## config.mk

```make
export PLATFORM = sky130hd
export DESIGN_NAME = spi_burst_master
export DESIGN_NICKNAME = d
export VERILOG_FILES = /design/src/rtl/spi_burst_pkg.sv /design/src/rtl/spi_half_timer.sv /design/src/rtl/spi_byte_ram.sv /design/src/rtl/spi_burst_master.sv
export SDC_FILE = /design/constraint.sdc
export NUM_CORES = 1
export LEC_CHECK = 0
export BUFFER_PORTS_ARGS = -buffer_cell sky130_fd_sc_hd__buf_2
export CORE_ASPECT_RATIO = 1.1
export CORE_MARGIN = 4
export CORE_UTILIZATION = 50
export CTS_CLUSTER_SIZE = 20
export DETAILED_ROUTE_END_ITERATION = 7
export PLACE_DENSITY = 0.66
export SKIP_CTS_REPAIR_TIMING = 1
export SYNTH_ARGS = -nofsm -noshare
export SYNTH_HDL_FRONTEND = slang
export SYNTH_SLANG_ARGS = --single-unit
export TNS_END_PERCENT = 30
```

## constraint.sdc

```tcl
create_clock -name clk_i -period 9.16 [get_ports clk_i]
set_input_delay 0.916 -clock clk_i [delete_from_list [all_inputs] [get_ports clk_i]]
set_output_delay 0.916 -clock clk_i [all_outputs]
set_load 0.01 [all_outputs]
```

## src/rtl/spi_burst_pkg.sv

```systemverilog
package spi_burst_pkg;
  typedef enum logic [1:0] {
    ST_IDLE,
    ST_SETUP,
    ST_XFER,
    ST_HOLD
  } spi_state_e;

  typedef struct packed {
    logic       cpol;
    logic       cpha;
    logic       auto_cs;
    logic [7:0] factor;
  } spi_cfg_t;
endpackage

```

## src/rtl/spi_half_timer.sv

```systemverilog
module spi_half_timer #(
  parameter int BASE_HALF = 2,
  parameter int FACTOR_W  = 8,
  localparam int HALF_W   = $clog2(BASE_HALF + (1 << FACTOR_W))
) (
  input  logic                clk_i,
  input  logic                rst_ni,
  input  logic                en_i,
  input  logic [FACTOR_W-1:0] factor_i,
  output logic                tick_o
);
  logic [HALF_W-1:0] cnt_q;
  logic [HALF_W-1:0] half;

  assign half   = HALF_W'(BASE_HALF) + HALF_W'(factor_i);
  assign tick_o = en_i && (cnt_q == half - 1'b1);

  always_ff @(posedge clk_i or negedge rst_ni) begin
    if (!rst_ni)                 cnt_q <= '0;
    else if (!en_i || tick_o)    cnt_q <= '0;
    else                         cnt_q <= cnt_q + 1'b1;
  end

  a_r6_cnt_in_range: assert property (@(posedge clk_i) disable iff (!rst_ni)
    en_i |-> (cnt_q < half));
endmodule

```

## src/rtl/spi_byte_ram.sv

```systemverilog
module spi_byte_ram #(
  parameter int DEPTH = 50,
  parameter int DW    = 8,
  localparam int AW   = $clog2(DEPTH)
) (
  input  logic          clk_i,
  input  logic          we_i,
  input  logic [AW-1:0] waddr_i,
  input  logic [DW-1:0] wdata_i,
  input  logic [AW-1:0] raddr_i,
  output logic [DW-1:0] rdata_o
);
  logic [DW-1:0] mem [DEPTH];

  always_ff @(posedge clk_i)
    if (we_i && 32'(waddr_i) < DEPTH) mem[waddr_i] <= wdata_i;

  assign rdata_o = (32'(raddr_i) < DEPTH) ? mem[raddr_i] : '0;
endmodule

```

## src/rtl/spi_burst_master.sv

```systemverilog
module spi_burst_master
  import spi_burst_pkg::*;
#(
  parameter int MAX_BYTES = 50,
  parameter int BASE_HALF = 2,
  parameter int FACTOR_W  = 8,
  localparam int IDX_W    = $clog2(MAX_BYTES),
  localparam int CNT_W    = $clog2(MAX_BYTES + 1)
) (
  input  logic                clk_i,
  input  logic                rst_ni,
  input  logic [1:0]          mode_i,
  input  logic                auto_cs_i,
  input  logic [FACTOR_W-1:0] clk_factor_i,
  input  logic [CNT_W-1:0]    num_bytes_i,
  input  logic                start_i,
  input  logic                tx_we_i,
  input  logic [IDX_W-1:0]    tx_addr_i,
  input  logic [7:0]          tx_data_i,
  input  logic [IDX_W-1:0]    rx_addr_i,
  output logic [7:0]          rx_data_o,
  output logic                sck_o,
  output logic                mosi_o,
  input  logic                miso_i,
  output logic                cs_no,
  output logic                busy_o,
  output logic                done_o,
  output logic                err_o,
  output logic [CNT_W-1:0]    xfer_cnt_o
);
  spi_state_e          state_q;
  logic                cpol_q, cpha_q;
  logic [FACTOR_W-1:0] factor_q;
  logic [CNT_W-1:0]    nbytes_q, byte_idx_q, cnt_q, nxt_idx;
  logic [2:0]          bit_q;
  logic [7:0]          tx_sr_q, rx_sr_q, tx_rdata, rx_byte;
  logic                sck_q, mosi_q, cs_nq, done_q, err_q;
  logic                tick, lead, byte_end, req_ok;
  logic [IDX_W-1:0]    tx_raddr;

  spi_half_timer #(.BASE_HALF(BASE_HALF), .FACTOR_W(FACTOR_W)) u_timer (
    .clk_i, .rst_ni,
    .en_i    (state_q != ST_IDLE),
    .factor_i(factor_q),
    .tick_o  (tick)
  );

  spi_byte_ram #(.DEPTH(MAX_BYTES), .DW(8)) u_tx_ram (
    .clk_i,
    .we_i   (tx_we_i),
    .waddr_i(tx_addr_i),
    .wdata_i(tx_data_i),
    .raddr_i(tx_raddr),
    .rdata_o(tx_rdata)
  );

  spi_byte_ram #(.DEPTH(MAX_BYTES), .DW(8)) u_rx_ram (
    .clk_i,
    .we_i   (byte_end),
    .waddr_i(byte_idx_q[IDX_W-1:0]),
    .wdata_i(rx_byte),
    .raddr_i(rx_addr_i),
    .rdata_o(rx_data_o)
  );

  assign nxt_idx  = byte_idx_q + 1'b1;
  assign tx_raddr = (state_q == ST_IDLE) ? '0 : nxt_idx[IDX_W-1:0];
  assign lead     = (sck_q == cpol_q);  // next edge leaves idle
  assign byte_end = (state_q == ST_XFER) && tick && !lead && (bit_q == 3'd7);
  assign rx_byte  = cpha_q ? {rx_sr_q[6:0], miso_i} : rx_sr_q;
  assign req_ok   = (num_bytes_i != '0) && (num_bytes_i <= CNT_W'(MAX_BYTES));

  always_ff @(posedge clk_i or negedge rst_ni) begin
    if (!rst_ni) begin
      state_q    <= ST_IDLE;
      cpol_q     <= 1'b0;
      cpha_q     <= 1'b0;
      factor_q   <= '0;
      nbytes_q   <= '0;
      byte_idx_q <= '0;
      cnt_q      <= '0;
      bit_q      <= '0;
      tx_sr_q    <= '0;
      rx_sr_q    <= '0;
      sck_q      <= 1'b0;
      mosi_q     <= 1'b0;
      cs_nq      <= 1'b1;
      done_q     <= 1'b0;
      err_q      <= 1'b0;
    end else begin
      done_q <= 1'b0;
      unique case (state_q)
        ST_IDLE: if (start_i) begin
          if (req_ok) begin
            cpol_q     <= mode_i[1];
            cpha_q     <= mode_i[0];
            factor_q   <= clk_factor_i;
            nbytes_q   <= num_bytes_i;
            byte_idx_q <= '0;
            cnt_q      <= '0;
            bit_q      <= '0;
            rx_sr_q    <= '0;
            err_q      <= 1'b0;
            sck_q      <= mode_i[1];
            cs_nq      <= !auto_cs_i;
            if (mode_i[0]) tx_sr_q <= tx_rdata;
            else begin
              mosi_q  <= tx_rdata[7];
              tx_sr_q <= {tx_rdata[6:0], 1'b0};
            end
            state_q <= ST_SETUP;
          end else begin
            err_q <= 1'b1;
            cnt_q <= '0;
          end
        end
        ST_SETUP: if (tick) state_q <= ST_XFER;
        ST_XFER: if (tick) begin
          sck_q <= ~sck_q;
          if (lead) begin
            if (!cpha_q) rx_sr_q <= {rx_sr_q[6:0], miso_i};
            else begin
              mosi_q  <= tx_sr_q[7];
              tx_sr_q <= {tx_sr_q[6:0], 1'b0};
            end
          end else begin
            if (cpha_q) rx_sr_q <= {rx_sr_q[6:0], miso_i};
            bit_q <= bit_q + 1'b1;
            if (bit_q == 3'd7) begin
              byte_idx_q <= nxt_idx;
              cnt_q      <= cnt_q + 1'b1;
              if (nxt_idx == nbytes_q) state_q <= ST_HOLD;
              else if (cpha_q) tx_sr_q <= tx_rdata;
              else begin
                mosi_q  <= tx_rdata[7];
                tx_sr_q <= {tx_rdata[6:0], 1'b0};
              end
            end else if (!cpha_q) begin
              mosi_q  <= tx_sr_q[7];
              tx_sr_q <= {tx_sr_q[6:0], 1'b0};
            end
          end
        end
        ST_HOLD: if (tick) begin
          cs_nq   <= 1'b1;
          done_q  <= 1'b1;
          state_q <= ST_IDLE;
        end
        default: state_q <= ST_IDLE;
      endcase
    end
  end

  assign sck_o      = sck_q;
  assign mosi_o     = mosi_q;
  assign cs_no      = cs_nq;
  assign busy_o     = (state_q != ST_IDLE);
  assign done_o     = done_q;
  assign err_o      = err_q;
  assign xfer_cnt_o = cnt_q;

  a_r9_done_single: assert property (@(posedge clk_i) disable iff (!rst_ni)
    done_q |=> !done_q);
  a_r5_cs_fall_idle: assert property (@(posedge clk_i) disable iff (!rst_ni)
    $fell(cs_nq) |-> (sck_q == cpol_q));
  a_r5_cs_rise_idle: assert property (@(posedge clk_i) disable iff (!rst_ni)
    $rose(cs_nq) |-> (sck_q == cpol_q));
  a_r4_cs_in_burst: assert property (@(posedge clk_i) disable iff (!rst_ni)
    !cs_nq |-> (state_q != ST_IDLE));
  a_r7_err_when_idle: assert property (@(posedge clk_i) disable iff (!rst_ni)
    err_q |-> (state_q == ST_IDLE));
  a_r6_sck_on_tick: assert property (@(posedge clk_i) disable iff (!rst_ni)
    ((state_q == ST_XFER && !tick) || state_q == ST_SETUP || state_q == ST_HOLD)
      |=> $stable(sck_q));
  a_r8_busy_keeps_len: assert property (@(posedge clk_i) disable iff (!rst_ni)
    (state_q != ST_IDLE && start_i) |=> $stable(nbytes_q));
  a_r11_cnt_limit: assert property (@(posedge clk_i) disable iff (!rst_ni)
    cnt_q <= CNT_W'(MAX_BYTES));
endmodule

```

==> summary.txt, run 1 <==
status = complete, no violations
combinational family with the most area after synthesis = multiplexers
Syn Nets = 2165
Fmax = 0.203 GHz
switch share = 0.197
Netlist cell types = 85
most common cell in the synthesized netlist = edfxtp_1
nets = 2212
Slew HR = 0.164
Die Ht = 288 um
Die Wd = 262 um
first-pass GRT wire length = 127000 um
# DRC = 0
Leak = 0.0122 uW
Post-Synth XOR/XNOR Area = 0.00945
vias in the first global route = 19800
TritonCTS Buffers = 88
Ports = 62
later-pin clock latency in the skew report = 0.62 ns
initial antenna violation count = 0
level count of the clock H-tree = 3
Worst Tran Pin Value = 1.25 ns
port bufs = 61
Synth Area in Simple Gates = 0.0566
Setup crit end kind = primary output
Yosys top cell by area = edfxtp_1
Flop pwr share = 0.539
Setup Viol. Count Final = 0
TritonRoute pass-1 iters = 5
Syn Inst Count = 2113
Rows = 102
Yosys reg bits = 863
RSZ-0062 raised after global routing = no
multi-input logic area = 9320 um^2
share of the yosys chip area belonging to registers = 0.719
R2R depth = 10
YS warnings = 0
dominant cells by area after synthesis = edfxtp_1 67%, mux4_2 7.5%, dfrtp_1 4.4%, mux2i_1 3.2%, nor2_1 1.7%
drt wl/cell = 26.7 um
root buf cell = clkbuf_16
ratio of final minimum period to clock period = 0.539
Arrival @ worst endpoint = 4.02 ns
largest net degree at the start of global routing = 64
share of layout cells above drive strength 1 = 0.178
MaxCap Viol Count = 0
Overall Global Routing Usage = 0.222
Core ar. = 70400 um^2
Detailed Route WL = 84600 um
fraction of registers with async set/reset = 0.0730
Final min period = 4.94 ns
Sink Count = 863
clock-pin slew on the worst setup and hold paths = 0.06 ns
initial core utilization = 0.506
predominant post-synthesis flop cell = edfxtp_1
RR Endpoint = tx_sr_q[7]$_DFFE_PN0P_
CTS tree = done
starting DRC count in detailed routing = 2009
# fillers = 5442
total gr overflow = 0
die area = 75600 um^2
Netlist Area Pre-Place = 35600 um^2
Design Power = 7970 uW
WHS = 0.475 ns
sequential cell area = 25600 um^2
ant diodes = 0
Yosys top cell area share = 0.674
Gate power share = 0.020
Int Power = 6400 uW
GPL Wtd Cong = 0.845
Vias per Instance = 6.20
Hold/Removal Path Class = in2async
Area Overhead vs Synth = 10.9%
launch point of the worst reg-to-reg path = byte_idx_q[0]$_DFFE_PN0P_
critical path type = in2out
synth cell count leaders = 800 x edfxtp_1, 158 x nor2_1, 118 x mux4_2, 113 x mux2i_1, 104 x nand2_1
PD cells = 202 nW/um^2
Syn Area/Cell = 16.9 um^2
Slew Viols, Final = 0
clock power share = 0.441
Synth Area in Adders = 0.00351
routed vias = 19600
Fin. Hold Viols = 0
Post-DRT Antenna Nets = 0
Net Sw Power = 1570 uW
flop2flop setup slack = 4.25 ns
Max FO, Critical Path = 45
hpwl dp = 51000 um
Clock Path Buffers = 3
Final Skew = 0.0179 ns
number of enable flip-flop cells after synthesis = 800
Critical Path RT = 8.24 ns
Synth Area in Compound Gates = 0.0698
mux cell area share after synthesis = 0.122
final setup TNS = 0 ns
Max IR drop VDD = 0.163 mV
CP startpoint kind = primary input
state kept, by name, summed over array words and instances (netlist names), 2 cells and up:
register,count
bit_q,3
u_timer.cnt_q,9
nbytes_q,6
u_tx_ram.mem,400
factor_q,8
u_rx_ram.mem,400
xfer_cnt_o,6
byte_idx_q,6
state_q,2
tx_sr_q,8
rx_sr_q,8
critical path, cell delays in order:
cell and delay, ns:
buf_6 0.43, buf_4 0.55, mux4_2 0.57, mux4_2 0.49, o21ai_0 0.49, a221oi_1 0.28, buf_2 0.20
power by group through the flow:
stage	Sequential [uW]	Clock [uW]	Combinational, uW
finish	4290	3520	161
global placement	4380	0	160
CTS	4290	3550	163
detailed placement	4380	0	163
global route	4290	3730	173
floorplan	4380	0	81.9
final cells by class:
type / instances / area share
clock buffer: 116 / 0.0605
clock inverter: 46 / 0.0107
inverter: 22 / 0.00209
multi-input combinational: 1099 / 0.236
sequential: 863 / 0.648
tap: 936 / 0.0297
timing repair buffer: 86 / 0.0127
through the flow:
step	setup slack [ns]	cells	utilization	instance area, um^2
after detailed placement	4.13	3006	0.521	36700
after floorplan	5.26	2113	-	35600
after CTS	4.13	3168	0.561	39500
after global placement	4.16	3006	0.521	36700
final	4.22	3168	0.561	39500
after global routing	3.99	3168	0.561	39500
logic make-up after synthesis:
logic type,after synthesis
adders and majority gates,10
xor gates and xnor gates,31
and+or+nand+nor,428
buffers and inverters,151
muxes,279
DFF,863
AOI/OAI and AO/OA,351
placed cells by master, fill, tap and decap left out, types with 9 or more instances in the layout:
cell	n
a221o_1	12
o21ai_0	50
and2_1	14
clkinv_2	10
a2111oi_0	9
o22ai_1	35
mux2_2	44
edfxtp_1	800
nand2_1	104
clkinv_1	24
o221ai_1	27
a31oi_1	19
a22oi_1	16
a32oi_1	14
xor2_1	11
nor3_1	28
nor2b_1	12
clkbuf_16	91
a21oi_1	62
nand3b_1	12
dfrtp_1	61
o211ai_1	12
xnor2_1	14
nand3_1	33
inv_1	19
nand4_1	12
nor2_1	157
buf_4	26
clkbuf_1	23
mux4_2	118
mux2i_1	113
a2bb2oi_1	12
a211oi_1	13
buf_2	59
worst max-delay path by stage:
stage / start / to / slack, ns / cells after the start
5_1_grt: rx_addr_i[0] / rx_data_o[4] / 3.99 / 6
3_3_place_gp: rx_addr_i[0] / rx_data_o[4] / 4.16 / 6
6_report: rx_addr_i[0] / rx_data_o[1] / 4.22 / 7
4_1_cts: rx_addr_i[0] / rx_data_o[4] / 4.13 / 6
3_5_place_dp: rx_addr_i[0] / rx_data_o[4] / 4.13 / 6
2_1_floorplan: rx_addr_i[0] / rx_data_o[3] / 5.26 / 8
routing by layer:
layer | part of all wire | global-route usage
met1 | 0.39 | 0.291
met2 | 0.51 | 0.386
met3 | 0.070 | 0.0382
met4 | 0.023 | 0.0622
met5 | 0 | 0
Power figures use the tool's default switching activity.
==> run 2, diff against run 1 <==
==> constraint.sdc (replaced) <==
create_clock -name clk_i -period 4.6 [get_ports clk_i]
set_input_delay 0.46 -clock clk_i [delete_from_list [all_inputs] [get_ports clk_i]]
set_output_delay 0.46 -clock clk_i [all_outputs]
set_load 0.01 [all_outputs]
==> summary.txt, run 2 (synthesis gave the netlist of run 1 again) <==
status = complete, no violations
Hold Crit Start = clk_factor_i[7]
# DRC = 0 (unchanged)
share of layout cells above drive strength 1 = 0.190 (+0.0119)
starting DRC count in detailed routing = 2312 (+15%)
met2 usage = 0.384 (-0.00281)
Gate power share = 0.020 (about the same)
Slew Viols, Final = 0 (unchanged)
met1 Usage GRT = 0.298 (+0.00750)
vias in the first global route = 20300 (+2.3%)
commonest non-fill, non-tap cell in the layout = edfxtp_1
Die Wd = 262 um (unchanged)
GR Layer Usage met3 = 0.0348 (-0.00342)
biggest registers after layout = u_rx_ram.mem: 400 flops, u_tx_ram.mem: 400 flops, u_timer.cnt_q: 9 flops
die area = 75600 um^2 (unchanged)
Design Area, Final = 39800 um^2 (+0.66%)
CTS tree = done
flop2flop setup slack = 0.68 ns (-3.57 ns)
# fillers = 5377 (-1.2%)
crit path launch = factor_q[0]$_DFFE_PN0P_
MaxCap Viol Count = 0 (unchanged)
Max FO, Critical Path = 8 (-82%)
sequential cell area = 25600 um^2 (unchanged)
initial core utilization = 0.506 (unchanged)
Worst Tran Pin Value = 1.13 ns (-0.123 ns)
level count of the clock H-tree = 3 (unchanged)
Setup crit end kind = flip-flop
RR Endpoint = u_rx_ram.mem[5][5]$_DFFE_PP_
Fin. Hold Viols = 0 (unchanged)
Top delay family on crit path = simple AND/OR/NAND/NOR gates
WHS = 0.0675 ns (-0.408 ns)
TritonRoute pass-1 iters = 6 (+1)
Critical Path RT = 4.86 ns (-3.38 ns)
Area Overhead vs Synth = 11.6%
Max IR drop VDD = 0.345 mV (+110%)
Die Ht = 288 um (unchanged)
ant diodes = 0 (unchanged)
switch share = 0.200 (+0.00213)
Rows = 102 (unchanged)
final setup TNS = 0 ns (unchanged)
RSZ-0062 raised after global routing = no
nets = 2239 (+1.2%)
initial antenna violation count = 0 (unchanged)
Buf/Inv on CP = 0 (-3)
dpl cell area = 36900 um^2 (+0.68%)
largest net degree at the start of global routing = 54 (-16%)
Hold Path Depth = 2
routed vias = 19900 (+1.3%)
Detailed Route WL = 85400 um (+0.91%)
Flop pwr share = 0.539 (about the same)
R2R depth = 9 (-1)
total gr overflow = 0 (unchanged)
Overall Global Routing Usage = 0.225 (+0.00283)
clock power share = 0.441 (about the same)
later-pin clock latency in the skew report = 0.64 ns (+0.02 ns)
Fmax = 0.255 GHz
Worst path max stage delay = 0.68 ns (+0.11 ns)
Sink Count = 863 (unchanged)
Leak = 0.0124 uW (+1.2%)
hpwl dp = 53700 um (+5.3%)
Crit-path slowest cell = nor2_1
Int Power = 12700 uW (+99%)
TritonCTS Buffers = 86 (-2.3%)
Vias per Instance = 6.23 (+0.57%)
most frequent cells in the layout = 800 x edfxtp_1, 157 x nor2_1, 118 x mux4_2
drt wl/cell = 26.7 um (+0.18%)
ratio of final minimum period to clock period = 0.853
Net Sw Power = 3170 uW (+100%)
worst-path cell chain = ha_1 -> xor2_1 -> o22a_1 -> o31ai_1 -> a22oi_1 -> nor3_2 -> nor3b_2 -> nand2_1 -> nor2_1
first-pass GRT wire length = 129000 um (+1.3%)
clock-pin slew on the worst setup and hold paths = 0.06 ns (about the same)
PD cells = 399 nW/um^2 (+98%)
Ports = 62 (unchanged)
Slew HR = 0.247 (+0.0827)
final worst slack = 0.678 ns (-3.55 ns)
Final Skew = 0.0311 ns (+0.0132 ns)
multi-input logic area = 9320 um^2 (unchanged)
Setup Viol. Count Final = 0 (unchanged)
Core ar. = 70400 um^2 (unchanged)
Clock Path Buffers = 3 (unchanged)
CP startpoint kind = flip-flop
Post-DRT Antenna Nets = 0 (unchanged)
Final min period = 3.92 ns
grt peak-use layer = met2
critical path type = reg2reg
port bufs = 61 (unchanged)
Hold/Removal Path Class = in2reg
hold endpoint = factor_q[7]$_DFFE_PN0P_
GPL Wtd Cong = 0.847 (+0.15%)
Stages on worst setup path = 9 (+2)
Arrival @ worst endpoint = 4.18 ns (+0.16 ns)
launch point of the worst reg-to-reg path = factor_q[0]$_DFFE_PN0P_
DP Worst Slack = 0.662 ns (-3.47 ns)
root buf cell = clkbuf_16
-- run 2: changes by cell type in the layout (fill, tap and decap cells not counted), moves of 3 or more --
cell,previous run,this run
buf_4,26,51
clkinvlp_4,1,4
buf_12,0,3
clkbuf_16,91,87
clkinv_1,24,18
clkinv_2,10,13
clkbuf_1,23,20
-- run 2: worst max path at each step --
stage / end / slack [ns]
2_1_floorplan: u_rx_ram.mem[48][0]$_DFFE_PP_ / 1.42
3_3_place_gp: u_rx_ram.mem[5][0]$_DFFE_PP_ / 0.74
3_5_place_dp: u_rx_ram.mem[37][0]$_DFFE_PP_ / 0.66
4_1_cts: u_rx_ram.mem[5][5]$_DFFE_PP_ / 0.65
5_1_grt: u_rx_ram.mem[7][5]$_DFFE_PP_ / 0.46
6_report: u_rx_ram.mem[5][5]$_DFFE_PP_ / 0.68
-- run 2: worst register-to-register path: cells and delay by family, from the launching register on --
kind                     cells  cell delay [ns]
XOR/XNOR                     1             0.19
AO/OA/AOI/OAI                3             0.54
adder cells (fa/ha/maj)      1             0.31
flip-flops                   1             0.45
AND/OR/NAND/NOR              4             2.07
-- run 2: power by group through the flow --
stage | logic [uW] | registers, uW | clock network (uW)
2_1_floorplan | 163 | 8710 | 0
3_3_place_gp | 320 | 8710 | 0
3_5_place_dp | 327 | 8720 | 0
4_1_cts | 328 | 8550 | 7090
5_1_grt | 348 | 8550 | 7430
6_report | 324 | 8550 | 6990
-- run 2: cell type report --
| cell class | count | area share |
|---|---|---|
| Clock buffer | 107 | 0.0567 |
| Clock inverter | 49 | 0.0142 |
| Inverter | 22 | 0.00208 |
| Multi-Input combinational cell | 1099 | 0.234 |
| Sequential cell | 863 | 0.644 |
| Tap cell | 936 | 0.0295 |
| Timing Repair Buffer | 115 | 0.0191 |
-- run 2: per-stage QoR --
| stage | power [uW] | cells | util |
|---|---|---|---|
| 6_report | 15900 | 3191 | 0.564 |
| 4_1_cts | 16000 | 3190 | 0.564 |
| 5_1_grt | 16300 | 3191 | 0.564 |
| 3_5_place_dp | 9040 | 3034 | 0.524 |
| 3_3_place_gp | 9030 | 3034 | 0.524 |
| 2_1_floorplan | 8880 | 2113 | - |
-- run 2: metal layers --
metal / wire length, um / vias to the layer above
met3: 6040 / 176
met2: 42800 / 875
met4: 2800 / 0
met1: 33700 / 10200
li1: - / 8639
met5: 0 / -
==> run 3, diff against run 2 <==
--- a/config.mk
+++ b/config.mk
@@ -11,7 +11,7 @@
 export CORE_UTILIZATION = 50
 export CTS_CLUSTER_SIZE = 20
 export DETAILED_ROUTE_END_ITERATION = 7
-export PLACE_DENSITY = 0.66
+export PLACE_DENSITY = 0.73
 export SKIP_CTS_REPAIR_TIMING = 1
 export SYNTH_ARGS = -nofsm -noshare
 export SYNTH_HDL_FRONTEND = slang
==> summary.txt, run 3 (synthesis gave the netlist of run 1 again) <==
drt wl/cell = 26.8 um (+0.23%)
nets = 2231 (-0.36%)
Ports = 62 (unchanged)
Hold Path Depth = 2 (unchanged)
clock-pin slew on the worst setup and hold paths = 0.06 ns (about the same)
ratio of final minimum period to clock period = 0.850 (-0.00283)
Sink Count = 863 (unchanged)
Die Wd = 262 um (unchanged)
Vias per Instance = 6.34 (+1.6%)
Top delay family on crit path = compound AO/OA/AOI/OAI gates
RSZ-0062 raised after global routing = no
later-pin clock latency in the skew report = 0.64 ns (about the same)
# DRC = 0 (unchanged)
grt peak-use layer = met2
hold endpoint = factor_q[5]$_DFFE_PN0P_
met2 usage = 0.384 (unchanged)
die area = 75600 um^2 (unchanged)
largest net degree at the start of global routing = 61 (+13%)
first-pass GRT wire length = 130000 um (+0.46%)
starting DRC count in detailed routing = 2536 (+9.7%)
Worst path max stage delay = 0.89 ns (+0.21 ns)
Hold/Removal Path Class = in2reg
CP startpoint kind = flip-flop
share of layout cells above drive strength 1 = 0.187 (-0.00361)
vias in the first global route = 20400 (+0.50%)
R2R depth = 9 (unchanged)
Detailed Route WL = 85300 um (about the same)
most used cell, CP = o221ai_1
hpwl dp = 53000 um (-1.4%)
Setup crit end kind = flip-flop
most frequent cells in the layout = 800 x edfxtp_1, 157 x nor2_1, 118 x mux4_2
Area Overhead vs Synth = 11.1%
flop2flop setup slack = 0.69 ns (about the same)
TritonRoute pass-1 iters = 6 (unchanged)
Max IR drop VDD = 0.310 mV (-10%)
TritonCTS Buffers = 85 (-1.2%)
Slew Viols, Final = 0 (unchanged)
Clock Path Buffers = 3 (unchanged)
Setup Viol. Count Final = 0 (unchanged)
Post-DRT Antenna Nets = 0 (unchanged)
Design Power = 15600 uW (-1.7%)
Leak = 0.0123 uW (-0.72%)
MaxCap Viol Count = 0 (unchanged)
Core ar. = 70400 um^2 (unchanged)
GPL Wtd Cong = 0.897 (+6.0%)
Die Ht = 288 um (unchanged)
launch point of the worst reg-to-reg path = byte_idx_q[0]$_DFFE_PN0P_
worst-path cell chain = ha_2 -> or2_1 -> o221ai_1 -> o21ai_0 -> nand3b_1 -> a311o_1 -> o221ai_1 -> o221ai_1 -> mux2_2
root buf cell = clkbuf_16
Buf/Inv on CP = 0 (unchanged)
Critical Path RT = 5.13 ns (+0.27 ns)
Crit-path slowest cell = or2_1
met1 Usage GRT = 0.293 (-0.00526)
Final min period = 3.91 ns (-0.0130 ns)
Worst Tran Pin Value = 1.15 ns (+0.0164 ns)
initial antenna violation count = 1 (+1)
Final Skew = 0.0352 ns (+0.00408 ns)
GR Layer Usage met3 = 0.0390 (+0.00419)
total gr overflow = 0 (unchanged)
PD cells = 394 nW/um^2 (-1.3%)
Stages on worst setup path = 9 (unchanged)
commonest non-fill, non-tap cell in the layout = edfxtp_1
RR Endpoint = tx_sr_q[3]$_DFFE_PN0P_
level count of the clock H-tree = 3 (unchanged)
final setup TNS = 0 ns (unchanged)
Fin. Hold Viols = 0 (unchanged)
Slew HR = 0.236 (-0.0109)
Hold Crit Start = clk_factor_i[5]
biggest registers after layout = u_rx_ram.mem: 400 flops, u_tx_ram.mem: 400 flops, u_timer.cnt_q: 9 flops
Overall Global Routing Usage = 0.224 (-0.000787)
routed vias = 20200 (+1.4%)
CTS tree = done
Arrival @ worst endpoint = 4.44 ns (+0.26 ns)
Max FO, Critical Path = 19 (+11)
initial core utilization = 0.506 (unchanged)
port bufs = 61 (unchanged)
status = complete, no violations
Fmax = 0.256 GHz (+0.33%)
Rows = 102 (unchanged)
critical path type = reg2reg
==> run 3: changes by cell type in the layout (fill, tap and decap cells not counted), moves of 2 or more <==
cell,previous run,this run
clkbuf_8,0,5
clkinv_2,13,10
clkinv_1,18,15
buf_4,51,45
diode_2,0,2
bufinv_16,10,5
clkbuf_1,20,23
==> run 3: worst reg2reg max path: stages, from the launching register on <==
cell and delay (ns):
dfrtp_4 0.57, ha_2 0.63, or2_1 0.89, o221ai_1 0.32, o21ai_0 0.29, nand3b_1 0.14
a311o_1 0.40, o221ai_1 0.12, o221ai_1 0.15, mux2_2 0.30
==> run 3: through the flow <==
stage | hold slack (ns) | std cells | cell area, um^2 | setup slack (ns) | utilization
after detailed placement | 0.489 | 3027 | 36900 | 0.900 | 0.523
after global placement | 0.477 | 3027 | 36900 | 0.957 | 0.523
final | 0.0723 | 3183 | 39600 | 0.691 | 0.562
after global routing | 0.0491 | 3181 | 39600 | 0.573 | 0.562
after floorplan | 0.164 | 2113 | 35600 | 1.42 | -
after CTS | -0.153 | 3180 | 39600 | 0.861 | 0.562
==> run 3: power breakdown <==
| group | switching [uW] | internal [uW] | leakage [uW] |
|---|---|---|---|
| clock network | 2900 | 3830 | 0.00131 |
| logic | 229 | 97.7 | 0.00376 |
| registers | 5.98 | 8550 | 0.00723 |
| total | 3130 | 12500 | 0.0123 |
==> run 3: cell type report <==
cell class | count | area, um^2
fill | 5299 | 30900
sequential | 863 | 25600
multi-input combinational | 1099 | 9320
clock buffer | 114 | 2310
tap | 936 | 1170
timing repair buffer | 108 | 694
clock inverter | 39 | 409
inverter | 22 | 82.6
antenna | 2 | 5.00
==> run 3: worst max-delay path by stage <==
stage / from / endpoint
5_1_grt: factor_q[0]$_DFFE_PN0P_ / u_rx_ram.mem[25][3]$_DFFE_PP_
3_3_place_gp: rx_addr_i[1] / rx_data_o[3]
4_1_cts: byte_idx_q[0]$_DFFE_PN0P_ / tx_sr_q[3]$_DFFE_PN0P_
2_1_floorplan: factor_q[0]$_DFFE_PN0P_ / u_rx_ram.mem[48][0]$_DFFE_PP_
3_5_place_dp: factor_q[0]$_DFFE_PN0P_ / u_rx_ram.mem[32][7]$_DFFE_PP_
6_report: byte_idx_q[0]$_DFFE_PN0P_ / tx_sr_q[3]$_DFFE_PN0P_
==> run 3: layer usage <==
| metal | wire, um | vias to the layer above |
|---|---|---|
| li1 | - | 8612 |
| met1 | 32100 | 10300 |
| met2 | 43400 | 1078 |
| met3 | 7130 | 185 |
| met4 | 2730 | 0 |
| met5 | 0 | - |
